[config.mk]
export PLATFORM = sky130hd
export DESIGN_NAME = txsync_router
export DESIGN_NICKNAME = d
export VERILOG_FILES = /design/src/rtl/txsync_pkg.sv /design/src/rtl/txsync_trig_capture.sv /design/src/rtl/txsync_route.sv /design/src/rtl/txsync_pulse_reg.sv /design/src/rtl/txsync_router.sv
export SDC_FILE = /design/constraint.sdc
export NUM_CORES = 1
export LEC_CHECK = 0
export ABC_AREA = 1
export BUFFER_PORTS_ARGS = -buffer_cell sky130_fd_sc_hd__buf_2
export CAP_MARGIN = 20
export CELL_PAD_IN_SITES_DETAIL_PLACEMENT = 1
export CELL_PAD_IN_SITES_GLOBAL_PLACEMENT = 1
export CORE_MARGIN = 3
export CORE_UTILIZATION = 28
export DETAILED_ROUTE_END_ITERATION = 6
export GPL_ROUTABILITY_DRIVEN = 0
export GPL_TIMING_DRIVEN = 0
export PLACE_DENSITY_LB_ADDON = 0.1
export SLEW_MARGIN = 40
export SYNTH_ARGS = -nofsm -noshare
export SYNTH_HDL_FRONTEND = slang
export SYNTH_SLANG_ARGS = --single-unit
[constraint.sdc]
create_clock -name clk -period 1.25 [get_ports clk]
set_clock_uncertainty 0.1 [all_clocks]
set_input_delay 0.125 -clock clk [delete_from_list [all_inputs] [get_ports clk]]
set_output_delay 0.125 -clock clk [all_outputs]
set_load 0.02 [all_outputs]
[src/rtl/txsync_pkg.sv]
package txsync_pkg;
  // Sizes of the router; the top module defaults its parameters to these.
  localparam int TGT_COUNT = 5;
  localparam int EXT_COUNT = 3;
  localparam int SRC_SEL_W = $clog2(EXT_COUNT + 1);
  localparam int TRIG_BITS = TGT_COUNT + 1;
  localparam int GLOBAL_BIT = TGT_COUNT;

  // Trigger bit positions; the target index equals the bit index.
  typedef enum int {
    TGT_FIFO  = 0,
    TGT_MIXER = 1,
    TGT_DIVID = 2,
    TGT_OFFS  = 3,
    TGT_GNPH  = 4
  } tgt_idx_e;
endpackage

[src/rtl/txsync_trig_capture.sv]
module txsync_trig_capture #(
  parameter int WIDTH = 6
) (
  input  logic             clk,
  input  logic             rst_n,
  input  logic             wr_en,
  input  logic [WIDTH-1:0] wr_data,
  output logic [WIDTH-1:0] trig_q,
  output logic [WIDTH-1:0] rise_evt
);
  // Bits that go from 0 to 1 on this write.
  function automatic logic [WIDTH-1:0] new_ones(
    input logic             we,
    input logic [WIDTH-1:0] old_v,
    input logic [WIDTH-1:0] new_v
  );
    logic [WIDTH-1:0] res;
    res = '0;
    if (we) res = new_v & ~old_v;
    return res;
  endfunction

  always_ff @(posedge clk or negedge rst_n) begin
    if (!rst_n)     trig_q <= '0;
    else if (wr_en) trig_q <= wr_data;
  end

  always_comb rise_evt = new_ones(wr_en, trig_q, wr_data);
endmodule

[src/rtl/txsync_route.sv]
module txsync_route #(
  parameter int NUM_TGT = 5,
  parameter int NUM_EXT = 3,
  parameter int SEL_W   = 2,
  localparam int EVT_W  = NUM_TGT + 1
) (
  input  logic [EVT_W-1:0]         rise_evt,
  input  logic [NUM_EXT-1:0]       ext_sync,
  input  logic [SEL_W-1:0]         glb_sel,
  input  logic [NUM_TGT-1:0]       tgt_dis,
  input  logic [NUM_TGT*SEL_W-1:0] tgt_sel,
  output logic                     glb_fire,
  output logic [NUM_TGT-1:0]       loc_fire
);
  // Code 0 selects the serial trigger event, code k selects ext[k-1].
  function automatic logic pick_source(
    input logic [SEL_W-1:0]   sel,
    input logic               serial_evt,
    input logic [NUM_EXT-1:0] ext
  );
    logic res;
    res = serial_evt;
    for (int k = 0; k < NUM_EXT; k++)
      if (sel == SEL_W'(k + 1)) res = ext[k];
    return res;
  endfunction

  always_comb glb_fire = pick_source(glb_sel, rise_evt[NUM_TGT], ext_sync);

  for (genvar t = 0; t < NUM_TGT; t++) begin : g_local
    logic src_hit;
    always_comb begin
      src_hit     = pick_source(tgt_sel[t*SEL_W +: SEL_W], rise_evt[t], ext_sync);
      loc_fire[t] = src_hit & ~tgt_dis[t];
    end
  end
endmodule

[src/rtl/txsync_pulse_reg.sv]
module txsync_pulse_reg #(
  parameter int WIDTH = 5
) (
  input  logic             clk,
  input  logic             rst_n,
  input  logic [WIDTH-1:0] d,
  output logic [WIDTH-1:0] q
);
  always_ff @(posedge clk or negedge rst_n) begin
    if (!rst_n) q <= '0;
    else        q <= d;
  end
endmodule

[src/rtl/txsync_router.sv]
module txsync_router #(
  parameter int NUM_TGT = txsync_pkg::TGT_COUNT,
  parameter int NUM_EXT = txsync_pkg::EXT_COUNT,
  localparam int SEL_W  = $clog2(NUM_EXT + 1),
  localparam int TRIG_W = NUM_TGT + 1
) (
  input  logic                     clk,
  input  logic                     rst_n,
  input  logic                     wr_en,
  input  logic [TRIG_W-1:0]        wr_data,
  input  logic [NUM_EXT-1:0]       ext_sync,
  input  logic                     glb_dis,
  input  logic [SEL_W-1:0]         glb_sel,
  input  logic [NUM_TGT-1:0]       tgt_dis,
  input  logic [NUM_TGT*SEL_W-1:0] tgt_sel,
  output logic [NUM_TGT-1:0]       sync_pulse
);
  logic [TRIG_W-1:0]  trig_q;
  logic [TRIG_W-1:0]  rise_evt;
  logic               glb_fire;
  logic [NUM_TGT-1:0] loc_fire;
  logic [NUM_TGT-1:0] route_next;

  txsync_trig_capture #(.WIDTH(TRIG_W)) u_capture (
    .clk      (clk),
    .rst_n    (rst_n),
    .wr_en    (wr_en),
    .wr_data  (wr_data),
    .trig_q   (trig_q),
    .rise_evt (rise_evt)
  );

  txsync_route #(.NUM_TGT(NUM_TGT), .NUM_EXT(NUM_EXT), .SEL_W(SEL_W)) u_route (
    .rise_evt (rise_evt),
    .ext_sync (ext_sync),
    .glb_sel  (glb_sel),
    .tgt_dis  (tgt_dis),
    .tgt_sel  (tgt_sel),
    .glb_fire (glb_fire),
    .loc_fire (loc_fire)
  );

  // Global path fans out to every target; local paths only when it is disabled.
  always_comb begin
    if (glb_dis) route_next = loc_fire;
    else         route_next = {NUM_TGT{glb_fire}};
  end

  txsync_pulse_reg #(.WIDTH(NUM_TGT)) u_pulse (
    .clk   (clk),
    .rst_n (rst_n),
    .d     (route_next),
    .q     (sync_pulse)
  );
endmodule

======== Word-level counts from Yosys, hierarchy flattened ========
Cells that the tools add are included.
operators by class
  equal/unequal tests ..................... 18
  multiplexer cells ....................... 20
  magnitude comparators ................... 0
  divide/modulo/power cells ............... 0
  reduce and logical (&&, ||, !) cells .... 0
  multipliers ............................. 0
  shift operators ......................... 0
  $add $sub $neg .......................... 0
  bitwise logic cells ..................... 12
operators with widths
  operator            count
  $eq 2x2->1 const B  12
  $mux 1              18
  $eq 2x1->1 const B  6
  $and 6x6->6         1
  $mux 6              1
  $not 6->6           1
  $and 1x1->1         5
  $mux 5              1
  $not 1->1           5
word-level totals
  word-level logic and storage cells ...... 52
  memory bits (writable) .................. 0
  flip-flop bits (word level) ............. 11
  memories ................................ 0
  input port bits ......................... 30
  ROM bits ................................ 0
  output and inout port bits .............. 5
  latch bits .............................. 0

======== Depth between registers and ports, before layout ========
Gate-level depths: netlist of run 1.
  depth after elaboration ................. 8
  gate-level depth with buffers ........... 7
  depth with buffers taken out ............ 7

======== Cells and area by module ========
A second synthesis of run 1 with hierarchy kept.
unflattened totals
  cell total of the unflattened synthesis .. 118
  area total of the unflattened synthesis .. 688.2 µm²
by module, submodules not included
  module               cells each  instances  area an instance (µm²)  seq. area each (µm²)
  txsync_route         70          1          271.5                   0.0
  txsync_trig_capture  31          1          244.0                   150.1
  txsync_pulse_reg     5           1          125.1                   125.1
  txsync_router        12          1          47.5                    0.0

======== Worst setup path after synthesis of run 1 ========
Ideal clock, no wire load.
  kind .................................... register -> register
  start ................................... register u_capture.trig_q[5]
  end ..................................... register u_pulse.q[0]
  period minus slack after synthesis ...... 888 ps
  required time ........................... 1083 ps
  path buffers ............................ 0
  library setup time ...................... 67 ps
  cell stages (with the launch flop) ...... 6
  slack ................................... 362 ps
  arrival ................................. 721 ps
  path through ............................ dfrtp_1 inv_1 nand2_1 o21ai_2 nand3_2 nand2_1
on the way
  longest elaborated chain between the ends .. 7
ends and longest elaborated chain
  element                  line                       text
  from (decl)              txsync_trig_capture.sv:8   output logic [WIDTH-1:0] trig_q,
  from (signal assigned)   txsync_trig_capture.sv:25  else if (wr_en) trig_q <= wr_data;
  $not 6->6                txsync_trig_capture.sv:19  if (we) res = new_v & ~old_v;
  $and 6x6->6              txsync_trig_capture.sv:19
  $mux 6                   txsync_trig_capture.sv:19
  $mux 1 (3 in series)     txsync_route.sv:24         if (sel == SEL_W'(k + 1)) res = ext[k];
  $mux 5                   txsync_router.sv:45        if (glb_dis) route_next = loc_fire;
  named net route_next[0]  txsync_router.sv:22        logic [NUM_TGT-1:0] route_next;
  to (signal assigned)     txsync_pulse_reg.sv:10     if (!rst_n) q <= '0;
  to (signal assigned)     txsync_pulse_reg.sv:11     else q <= d;
  to (decl)                txsync_pulse_reg.sv:7      output logic [WIDTH-1:0] q
The timed path passes the listed nets, and every way through them passes these cells.
A chain may end at the register's enable or synchronous reset.

======== Worst setup path after layout of run 1 ========
  start ................................... input wr_en
  end ..................................... register u_pulse.q[2]
on the way
  longest elaborated chain between the ends .. 6
  elaborated cells on any way between the ends .. 9
  those cells by class .................... mux (8); bitwise (1)
ends and longest elaborated chain
  element                  line                       text
  from (decl)              txsync_router.sv:9         input logic wr_en,
  $mux 6 (*)               txsync_trig_capture.sv:19
  $mux 1 (3 in series)     txsync_route.sv:24
  $and 1x1->1              txsync_route.sv:34         loc_fire[t] = src_hit & ~tgt_dis[t];
  $mux 5 (*)               txsync_router.sv:45
  named net route_next[2]  txsync_router.sv:22
The timed path passes the listed nets; every way through them passes the cells marked *.

==> key figures, run 1 <==
Final layout
  – Layout area overhead: 43.4%
  – Finished Layout Cells: 174
  – Fin nets: roughly 180
  – Filler cells: around 320
  – Diode count: 0
  – Layout cell share with drive strength beyond 1: 0.288

STA
  – Final Hold Vio Count: 0
  – Final setup TNS: 0 ps
  – Max Fclk: between 800 and 900 MHz
  – Setup-failing EPs final: 0
  – Final hold slack: 10.1 ps
  – Minimum clock period: roughly 1200 ps
  – Slew @ Worst Pin: around 250 ps
  – Unrepaired setup endpoints after global routing: false
  – Rel. slew slack: 0.832
  – Max-slew violation count: 0
  – Final period utilization: 0.926

Placement
  – Number of port buffers: 33
  – Dpl cells: 164
  – Detailed Place HPWL: roughly 1700 um

Logic synthesis
  – #FFs+latches synth: 11
  – Most common library cells after synthesis: nand2_1 (43), inv_1 (16), dfrtp_1 (11), nand3_1 (11), a21oi_1 (6)
  – Area contributors post-synth: dfrtp_1 (41%), nand2_1 (24%), inv_1 (8.9%)
  – Seq/Total Area, Yosys: 0.410
  – Async set or reset register ratio after synthesis: 1.00
  – Yosys warns: 0
  – Avg Cell Area, Syn: 6.52 um^2
  – Syn Inst Count: a little over 100
  – Top cell type's share of synthesized area: 0.410
  – Synthesized area: ~670 um^2
  – Syn nets: roughly 130
  – Count leader, synth: nand2_1
  – Ys flop type: dfrtp_1
  – Area leader, netlist: dfrtp_1
  – Post-synth EDFFs: 0
  – Count of cell types in the netlist: 13

Status
  – Status: finished clean

Drt
  – Routed wire length: between 2000 and 2500 um
  – Drt via density: between 4 and 5
  – Via Count: about 800
  – DRT Pass-1 Iters: 4
  – Detail Route Antenna Nets: 0
  – Avg WL per Cell: between 10 and 15 um
  – DRC viols: 0
  – Iteration-0 DRC Markers: 17

Critical path
  – Critical Path End Type: register
  – R2R setup slack: about 230 ps
  – Critical path startpoint category: primary input
  – Worst Path Arrival: ~1200 ps
  – Setup CP Type: in -> reg
  – Worst EP required: about 1300 ps
  – Worst-path fanout max: 8

Global route
  – Overflow after GRT: 0
  – First-pass GRT wire length: 3180 um
  – Vias in the first global route: 740
  – Tot GR Track Use: 0.148
  – Largest net degree at the start of global routing: 12
  – Initial antenna violation count: 0

Floorplanning
  – Initial Util: 0.298
  – Area of the core: approximately 2300 um^2
  – IO Pins: 35
  – FP Rows: 17
  – Die Ht: 55.0 um
  – Die ar.: a little over 3000 um^2
  – Die Width: 55.0 um

Pwr
  – Pwr/cell area: a little over 900 nW/um^2
  – Static Leakage: roughly 0.58 nW
  – Largest vdd supply drop: approximately 0.47 mV

Clock network
  – Clock Path Buffers: 2
  – Post-CTS Setup Repair Bufs: 0
  – Clk sink count: 11
  – Clock latency on the worst-skew pair: around 260 ps
  – Worst-path clk slew: 70 ps
  – H-tree levels: 1
  – Clk root buf: clkbuf_4
  – TritonCTS clock tree: done
  – TritonCTS buffer count: 3

Flow run
  – Maxcap violations: 0

Min path
  – Min-Delay Path Class: in -> reg
report_power, final:
group / leakage [nW] / internal (mW) / switching, mW
sequential: 0.136 / 0.389 / 0.0102
clock: 0.0150 / 0.123 / 0.110
combinational: 0.424 / 0.101 / 0.141
total: 0.575 / 0.614 / 0.261
per-layer routing:
metal / share of wire / track usage / routed length, um
met1: 0.43 / 0.178 / 874
met2: 0.50 / 0.272 / 1020
met3: 0.049 / 0.00804 / 100
met4: 0.015 / 0.0607 / 30
met5: 0 / 0 / 0
final cells by class:
| class | count | area (um^2) | area share |
|---|---|---|---|
| multi-input cells | 74 | 325 | 0.338 |
| flip-flops and latches | 11 | 275 | 0.286 |
| repair buffers | 39 | 225 | 0.234 |
| inverters | 16 | 60.1 | 0.0623 |
| well taps | 28 | 35.0 | 0.0364 |
| clock buffers | 4 | 26.3 | 0.0273 |
| plain buffers | 2 | 16.3 | 0.0169 |
cell usage in the layout, fill, tap and decap left out, drive strengths merged:
cell type and instances:
nand2 44, buf 35, inv 16, nand3 12
dfrtp 11, o21ai 7, a21oi 6, dlygate4sd3 6
nor2 5, clkbuf 4
per-stage QoR:
stage                     setup WS [ps]  instance area, um^2   util  total power [mW]
after floorplan                     362                  672      -             0.527
after global routing               13.5                  963  0.427             0.941
after global placement              276                  872  0.387             0.622
after detailed placement            247                  872  0.387             0.635
after CTS                          99.5                  958  0.425             0.887
final                              92.3                  963  0.427             0.875
worst paths after layout:
path | startpoint | end | depth (start not counted)
max in group asynchronous | rst_n | u_pulse.q[1] | 2
worst max register to register | u_capture.trig_q[2] | u_pulse.q[2] | 7
min in group asynchronous | rst_n | u_capture.trig_q[0] | 2
worst min-delay path | tgt_dis[4] | u_pulse.q[4] | 4
worst min register to register | u_capture.trig_q[0] | u_capture.trig_q[0] | 2
worst max-delay path | wr_en | u_pulse.q[2] | 8
timing repair:
| action | in CTS | in global routing |
|---|---|---|
| resized for setup | 0 | 1 |
| setup endpoints to repair | 0 | 1 |
| hold buffers | 6 | 0 |
| endpoints found under the hold margin | 15 | 0 |
logic make-up (layout without fill, tap and decap cells):
| group | Yosys count | count (layout) | share of synthesized area |
|---|---|---|---|
| simple gates | 61 | 61 | 0.374 |
| buf+inv | 18 | 61 | 0.114 |
| compound gates | 13 | 13 | 0.102 |
| flops | 11 | 11 | 0.410 |
flip-flops by register name (all words and copies together) (netlist names):
| signal | count |
|---|---|
| u_capture.trig_q | 6 |
| u_pulse.q | 5 |
critical path, cell delays in order:
cell           delay (ps)
dlygate4sd3_1         550
buf_6                 140
nand3_1               110
nand2_1                60
nand2_1                60
nand2_1                50
nand2_1                60
nand2_1                50
No activity file was read; power rests on OpenSTA's default activity.
==> inputs of run 2 (changes only) <==
--- a/config.mk
+++ b/config.mk
@@ -19,4 +19,5 @@
 export SLEW_MARGIN = 40
 export SYNTH_ARGS = -nofsm -noshare
 export SYNTH_HDL_FRONTEND = slang
+export SYNTH_HIERARCHICAL = 1
 export SYNTH_SLANG_ARGS = --single-unit
==> run 2 against run 1 <==
Against the previous run:
- combinational power grew 2%
- global-route usage down 1.5 points
- critical path depth increased by 2
- non-clock buffer count shrank 3
- wire length down 0.35%
- maximum frequency shrank 3.3%
- die area is 2.2% higher
- clock power is essentially flat
==> key figures, run 2 <==
Clock network
  – Clock latency on the worst-skew pair: ~260 ps
  – H-tree levels: 1
  – Worst-path clk slew: roughly 60 ps
  – TritonCTS clock tree: done
  – TritonCTS buffer count: 3
  – Clock Path Buffers: 2
  – Clk root buf: clkbuf_4
  – Clk sink count: 11

Logic synthesis
  – Top cell type's share of synthesized area: 0.400
  – Area contributors post-synth: dfrtp_1 (40%), nand2_1 (30%), nor2_1 (13%)
  – Simple-Gate Fraction of Synth Area: 0.476
  – Most common library cells after synthesis: nand2_1 (55), nor2_1 (24), inv_1 (16), dfrtp_1 (11), nand3_1 (5)
  – Count of cell types in the netlist: 8
  – Synth Area in XOR/XNOR: 0
  – Synthesized area: about 690 um^2
  – Mux contribution to synthesized area: 0
  – Async set or reset register ratio after synthesis: 1.00
  – Syn nets: about 150
  – Syn Inst Count: ~120
  – Seq/Total Area, Yosys: 0.400
  – Area leader, netlist: dfrtp_1
  – Avg Cell Area, Syn: slightly below 6 um^2
  – #FFs+latches synth: 11
  – Largest family of logic cells by synthesized area: simple AND/OR/NAND/NOR gates
  – Post-synthesis adder-cell area fraction: 0
  – Compound-gate portion of the synthesized area: 0.0145
  – Post-synth EDFFs: 0
  – Yosys warns: 6
  – Ys flop type: dfrtp_1
  – Count leader, synth: nand2_1

Critical path
  – Worst EP required: approximately 1400 ps
  – Worst R2R End: u_pulse/q[2]
  – Reg2Reg Launch Point: u_capture/trig_q[5]
  – Worst Path Arrival: 1300 ps
  – Setup CP Type: in -> reg
  – Critical Path End Type: register
  – R2R setup slack: 110 ps
  – Worst-case reg-to-reg path depth: 7
  – Worst-path fanout max: 2
  – Critical path startpoint category: primary input

Drt
  – DRT Pass-1 Iters: 4
  – Iteration-0 DRC Markers: 7
  – Detail Route Antenna Nets: 0
  – DRC viols: 0
  – Avg WL per Cell: 10.7 um
  – Routed wire length: between 2000 and 2500 um
  – Drt via density: about 4.4
  – Via Count: 836

Global route
  – First-pass GRT wire length: 3220 um
  – Tot GR Track Use: 0.133
  – Overflow after GRT: 0
  – Vias in the first global route: between 700 and 800
  – Largest net degree at the start of global routing: 12
  – Initial antenna violation count: 0

STA
  – Rel. slew slack: 0.843
  – Final Hold Vio Count: 0
  – Setup WS post-layout: 53.0 ps
  – Max Fclk: ~840 MHz
  – Final period utilization: 0.958
  – Slew @ Worst Pin: between 200 and 250 ps
  – Setup-failing EPs final: 0
  – Minimum clock period: 1200 ps
  – Max-slew violation count: 0
  – Final hold slack: between 20 and 30 ps

Floorplanning
  – Initial Util: 0.302
  – Die Width: around 56 um
  – Die ar.: just over 3000 um^2
  – IO Pins: 35
  – FP Rows: 17
  – Die Ht: approximately 56 um
  – Area of the core: 2280 um^2

Placement
  – Post-Place Worst Slack: a little under 60 ps
  – Detailed Place HPWL: 1690 um
  – Number of port buffers: 34
  – Dpl cells: 180
  – Placed inst area: 893 um^2

Final layout
  – Diode count: 0
  – Biggest register: u_capture/trig_q
  – Top Registers: u_capture/trig_q (6), u_pulse/q (5)
  – Filler cells: 330
  – Layout cell share with drive strength beyond 1: 0.325
  – Util after Layout: 0.448
  – Fin nets: ~190
  – Commonest non-fill, non-tap cell in the layout: nand2_1
  – Layout area overhead: 48.2%
  – Finished Layout Cells: approximately 190
  – Max reg flops: 6
  – Final instance area: between 1000 and 1500 um^2
  – Most frequent cells in the layout: nand2_1 (51), buf_2 (31), nor2_1 (16), inv_1 (16), dfrtp_1 (11)

Pwr
  – Static Leakage: approximately 0.65 nW
  – Largest vdd supply drop: ~0.31 mV
  – Pwr/cell area: between 800 and 900 nW/um^2

Status
  – Status: finished clean

Min path
  – Worst hold stages: 3
  – Worst hold start: wr_data[5]
  – Min-Delay Path Class: in -> reg
  – Worst-case hold path end point: u_capture/trig_q[5]

Flow run
  – Maxcap violations: 0
## run 2: cell count changes in the layout (fill, tap and decap cells not counted), moves of 2 or more
cell and change:
o21ai_1 -3, nand3_1 -5, dlymetal6s4s_1 +3, nand3_2 -2, nor2_1 +11, dlygate4sd3_1 -3, nor2_2 +7, inv_2 +4
nand2_1 +8, a21oi_1 -6, buf_2 -3, nand2_2 +3
## run 2: metal layers
layer | vias up | track usage | share of wire
met5 | - | 0 | 0
met4 | 0 | 0.0625 | 0.025
met3 | 7 | 0.0302 | 0.080
met2 | 31 | 0.216 | 0.45
met1 | 372 | 0.165 | 0.44
li1 | 426 | - | -
## run 2: timing repair
action | 4_1_cts | 5_1_grt
resized for setup | 0 | 18
setup endpoints to repair | 0 | 5
setup buffers | 0 | 1
hold endpoints to repair | 16 | 0
hold buffers | 6 | 0
## run 2: cell type report
class / count / area (um^2) / share of cell area
sequential: 11 / 275 / 0.270
timing repair buffer: 38 / 230 / 0.226
tap: 28 / 35.0 / 0.0344
clock buffer: 4 / 26.3 / 0.0258
inverter: 20 / 75.1 / 0.0736
multi-input combinational: 87 / 378 / 0.371
## run 2: cells by family after synthesis
logic type / count (synthesis)
buffers and inverters: 20
AOI/OAI and AO/OA: 2
and+or+nand+nor: 85
DFF: 11
## run 2: critical path: stages
cell	delay, ps
dlygate4sd3_1	510
buf_2	100
nand2_2	60
nor2_2	120
nand2_1	60
nand3_1	70
nand2_1	50
nor2_1	90
nand2_1	60
nand2_1	60
## run 2: worst max path at each step
stage                                   start           end  slack [ps]  cells past startpoint
after floorplan           u_capture/trig_q[5]  u_pulse/q[3]         250                      7
after global placement                  wr_en  u_pulse/q[2]         130                      9
after CTS                          wr_data[2]  u_pulse/q[2]           7                     10
final                              wr_data[4]  u_pulse/q[4]          50                     10
after detailed placement                wr_en  u_pulse/q[2]          60                      9
after global routing               wr_data[4]  u_pulse/q[4]          -8                     10
## run 2: power breakdown
group / switching [mW] / total [mW] / internal [mW]
sequential: 0.0172 / 0.406 / 0.389
clock: 0.108 / 0.232 / 0.123
combinational: 0.142 / 0.246 / 0.105
## run 2: metrics by stage
stage	total power, mW	setup TNS, ps
final	0.884	0
after global routing	0.948	-14.1
after CTS	0.883	0
after detailed placement	0.632	0
after global placement	0.619	0
after floorplan	0.519	0
==> inputs of run 3 (changes only) <==
--- a/config.mk
+++ b/config.mk
@@ -6,15 +6,15 @@
 export NUM_CORES = 1
 export LEC_CHECK = 0
 export ABC_AREA = 1
-export BUFFER_PORTS_ARGS = -buffer_cell sky130_fd_sc_hd__buf_2
+export BUFFER_PORTS_ARGS = -buffer_cell sky130_fd_sc_hd__buf_4
 export CAP_MARGIN = 20
 export CELL_PAD_IN_SITES_DETAIL_PLACEMENT = 1
 export CELL_PAD_IN_SITES_GLOBAL_PLACEMENT = 1
 export CORE_MARGIN = 3
 export CORE_UTILIZATION = 28
+export CTS_CLUSTER_SIZE = 14
 export DETAILED_ROUTE_END_ITERATION = 6
 export GPL_ROUTABILITY_DRIVEN = 0
-export GPL_TIMING_DRIVEN = 0
 export PLACE_DENSITY_LB_ADDON = 0.1
 export SLEW_MARGIN = 40
 export SYNTH_ARGS = -nofsm -noshare
==> run 3 against run 2 <==
Against the previous run:
- combinational power is 12% higher
- critical path depth fell by 3
- wire length increased by 1.1%
- cell count grew 0.53%
- flip-flop and latch count did not move
- power increased by 2.5%
- critical path type is now reg -> reg
- critical endpoint unchanged
- largest power group unchanged
==> key figures, run 3 (synthesized netlist as in run 2, its figures left out) <==
Global route
  – Vias in the first global route: 838
  – Largest net degree at the start of global routing: 12
  – Tot GR Track Use: 0.144
  – Overflow after GRT: 0
  – First-pass GRT wire length: 3640 um
  – Initial antenna violation count: 0

Status
  – Status: finished clean

Critical path
  – Critical path startpoint category: register
  – R2R setup slack: ~120 ps
  – Worst R2R End: u_pulse/q[4]
  – Critical Path Slowest Stage Cell: dfrtp_1
  – Setup CP Type: reg -> reg
  – Top delay family on crit path: simple AND/OR/NAND/NOR gates
  – Worst Path Arrival: ~1200 ps
  – Worst-path fanout max: 5
  – Crit-path cells: nor2_2 -> nor2_1 -> nor2_1 -> nand2_1 -> o21ai_2 -> nand2_2 -> nand2_1
  – CP peak stage delay: ~390 ps
  – Reg2Reg Launch Point: u_capture/trig_q[5]
  – Worst EP required: 1340 ps
  – CP Buf/Inv Count: 0
  – Critical Path End Type: register
  – Worst-case reg-to-reg path depth: 7

Min path
  – Min-Delay Path Class: in -> reg
  – Worst-case hold path end point: u_capture/trig_q[0]
  – Worst hold stages: 3
  – Worst hold start: wr_data[0]

Pwr
  – Pwr Total: just over 900 uW
  – Pwr/cell area: around 840 nW/um^2
  – Largest vdd supply drop: a little over 0.4 mV
  – Static Leakage: between 0.6 and 0.7 nW

Clock network
  – Clock latency on the worst-skew pair: between 200 and 300 ps
  – Clk sink count: 11
  – Post-CTS Setup Repair Bufs: 0
  – TritonCTS buffer count: 3
  – H-tree levels: 1
  – TritonCTS clock tree: done
  – Clk root buf: clkbuf_4
  – Clock Path Buffers: 2
  – Worst-path clk slew: roughly 70 ps

Placement
  – Number of port buffers: 34
  – Placed inst area: 978 um^2
  – Post-Place Worst Slack: 25.1 ps
  – Detailed Place HPWL: roughly 1700 um
  – Dpl cells: between 150 and 200

Floorplanning
  – Die ar.: 3090 um^2
  – FP Rows: 17
  – IO Pins: 35
  – Area of the core: between 2000 and 2500 um^2
  – Die Ht: between 50 and 60 um
  – Initial Util: 0.302
  – Die Width: between 50 and 60 um

Final layout
  – Commonest non-fill, non-tap cell in the layout: nand2_1
  – Max reg flops: 6
  – Layout cell share with drive strength beyond 1: 0.298
  – Layout area overhead: 56.4%
  – Most frequent cells in the layout: nand2_1 (53), buf_4 (34), nor2_1 (21), inv_1 (16), dfrtp_1 (11)
  – Finished Layout Cells: ~190
  – Top Registers: u_capture/trig_q (6), u_pulse/q (5)
  – Fin nets: between 150 and 200
  – Util after Layout: 0.473
  – Diode count: 0
  – Biggest register: u_capture/trig_q
  – Final instance area: ~1100 um^2

STA
  – Final hold slack: around 8.4 ps
  – Final Hold Vio Count: 0
  – Slew @ Worst Pin: about 210 ps
  – Setup WS post-layout: 123 ps
  – Rel. slew slack: 0.861
  – Final setup TNS: 0 ps
  – Max-slew violation count: 0
  – Final period utilization: 0.902
  – Max Fclk: about 890 MHz
  – Unrepaired setup endpoints after global routing: false
  – Minimum clock period: ~1100 ps
  – Setup-failing EPs final: 0

Drt
  – Via Count: between 800 and 900
  – Iteration-0 DRC Markers: 14
  – Routed wire length: 2040 um
  – DRC viols: 0
  – Avg WL per Cell: approximately 11 um
  – DRT Pass-1 Iters: 4
  – Drt via density: 4.30
  – Detail Route Antenna Nets: 0

Flow run
  – Maxcap violations: 0
==> run 3: cell type report <==
| type | count | area, um^2 |
|---|---|---|
| multi-input combinational | 87 | 354 |
| sequential | 11 | 275 |
| tap | 28 | 35.0 |
| timing repair buffer | 39 | 310 |
| inverter | 20 | 75.1 |
| clock buffer | 4 | 26.3 |
| fill | 324 | 1200 |
==> run 3: worst reg2reg max path: cells and delay by family, from the launching register on <==
kind,cells,cell delay [ps]
and+or+nand+nor,6,520
AOI/OAI and AO/OA,1,60
DFF,1,390
==> run 3: metal layers <==
layer  up-vias  share of wire  global-route usage
met3         2          0.064              0.0325
met2        26           0.46               0.238
li1        428              -                   -
met1       357           0.47               0.191
met4         0         0.0074              0.0313
met5         -              0                   0
==> run 3: worst max path at each step <==
| stage | cells past startpoint | to | slack (ps) | start |
|---|---|---|---|---|
| 2_1_floorplan | 7 | u_pulse/q[3] | 250 | u_capture/trig_q[5] |
| 3_3_place_gp | 7 | u_pulse/q[2] | 70 | u_capture/trig_q[5] |
| 3_5_place_dp | 7 | u_pulse/q[2] | 30 | u_capture/trig_q[5] |
| 4_1_cts | 7 | u_pulse/q[2] | 10 | u_capture/trig_q[5] |
| 5_1_grt | 7 | u_pulse/q[4] | 10 | u_capture/trig_q[5] |
| 6_report | 7 | u_pulse/q[4] | 120 | u_capture/trig_q[5] |
==> run 3: where the power goes <==
group          total (mW)  internal (mW)  switching (mW)
clock               0.226          0.123           0.103
combinational       0.275          0.135           0.140
sequential          0.405          0.389          0.0159
total               0.907          0.647           0.259
==> run 3: repair_timing <==
item	4_1_cts	5_1_grt
gates resized for setup	0	9
endpoints found under the hold margin	15	0
hold buffers	5	0
setup endpoints to repair	0	5
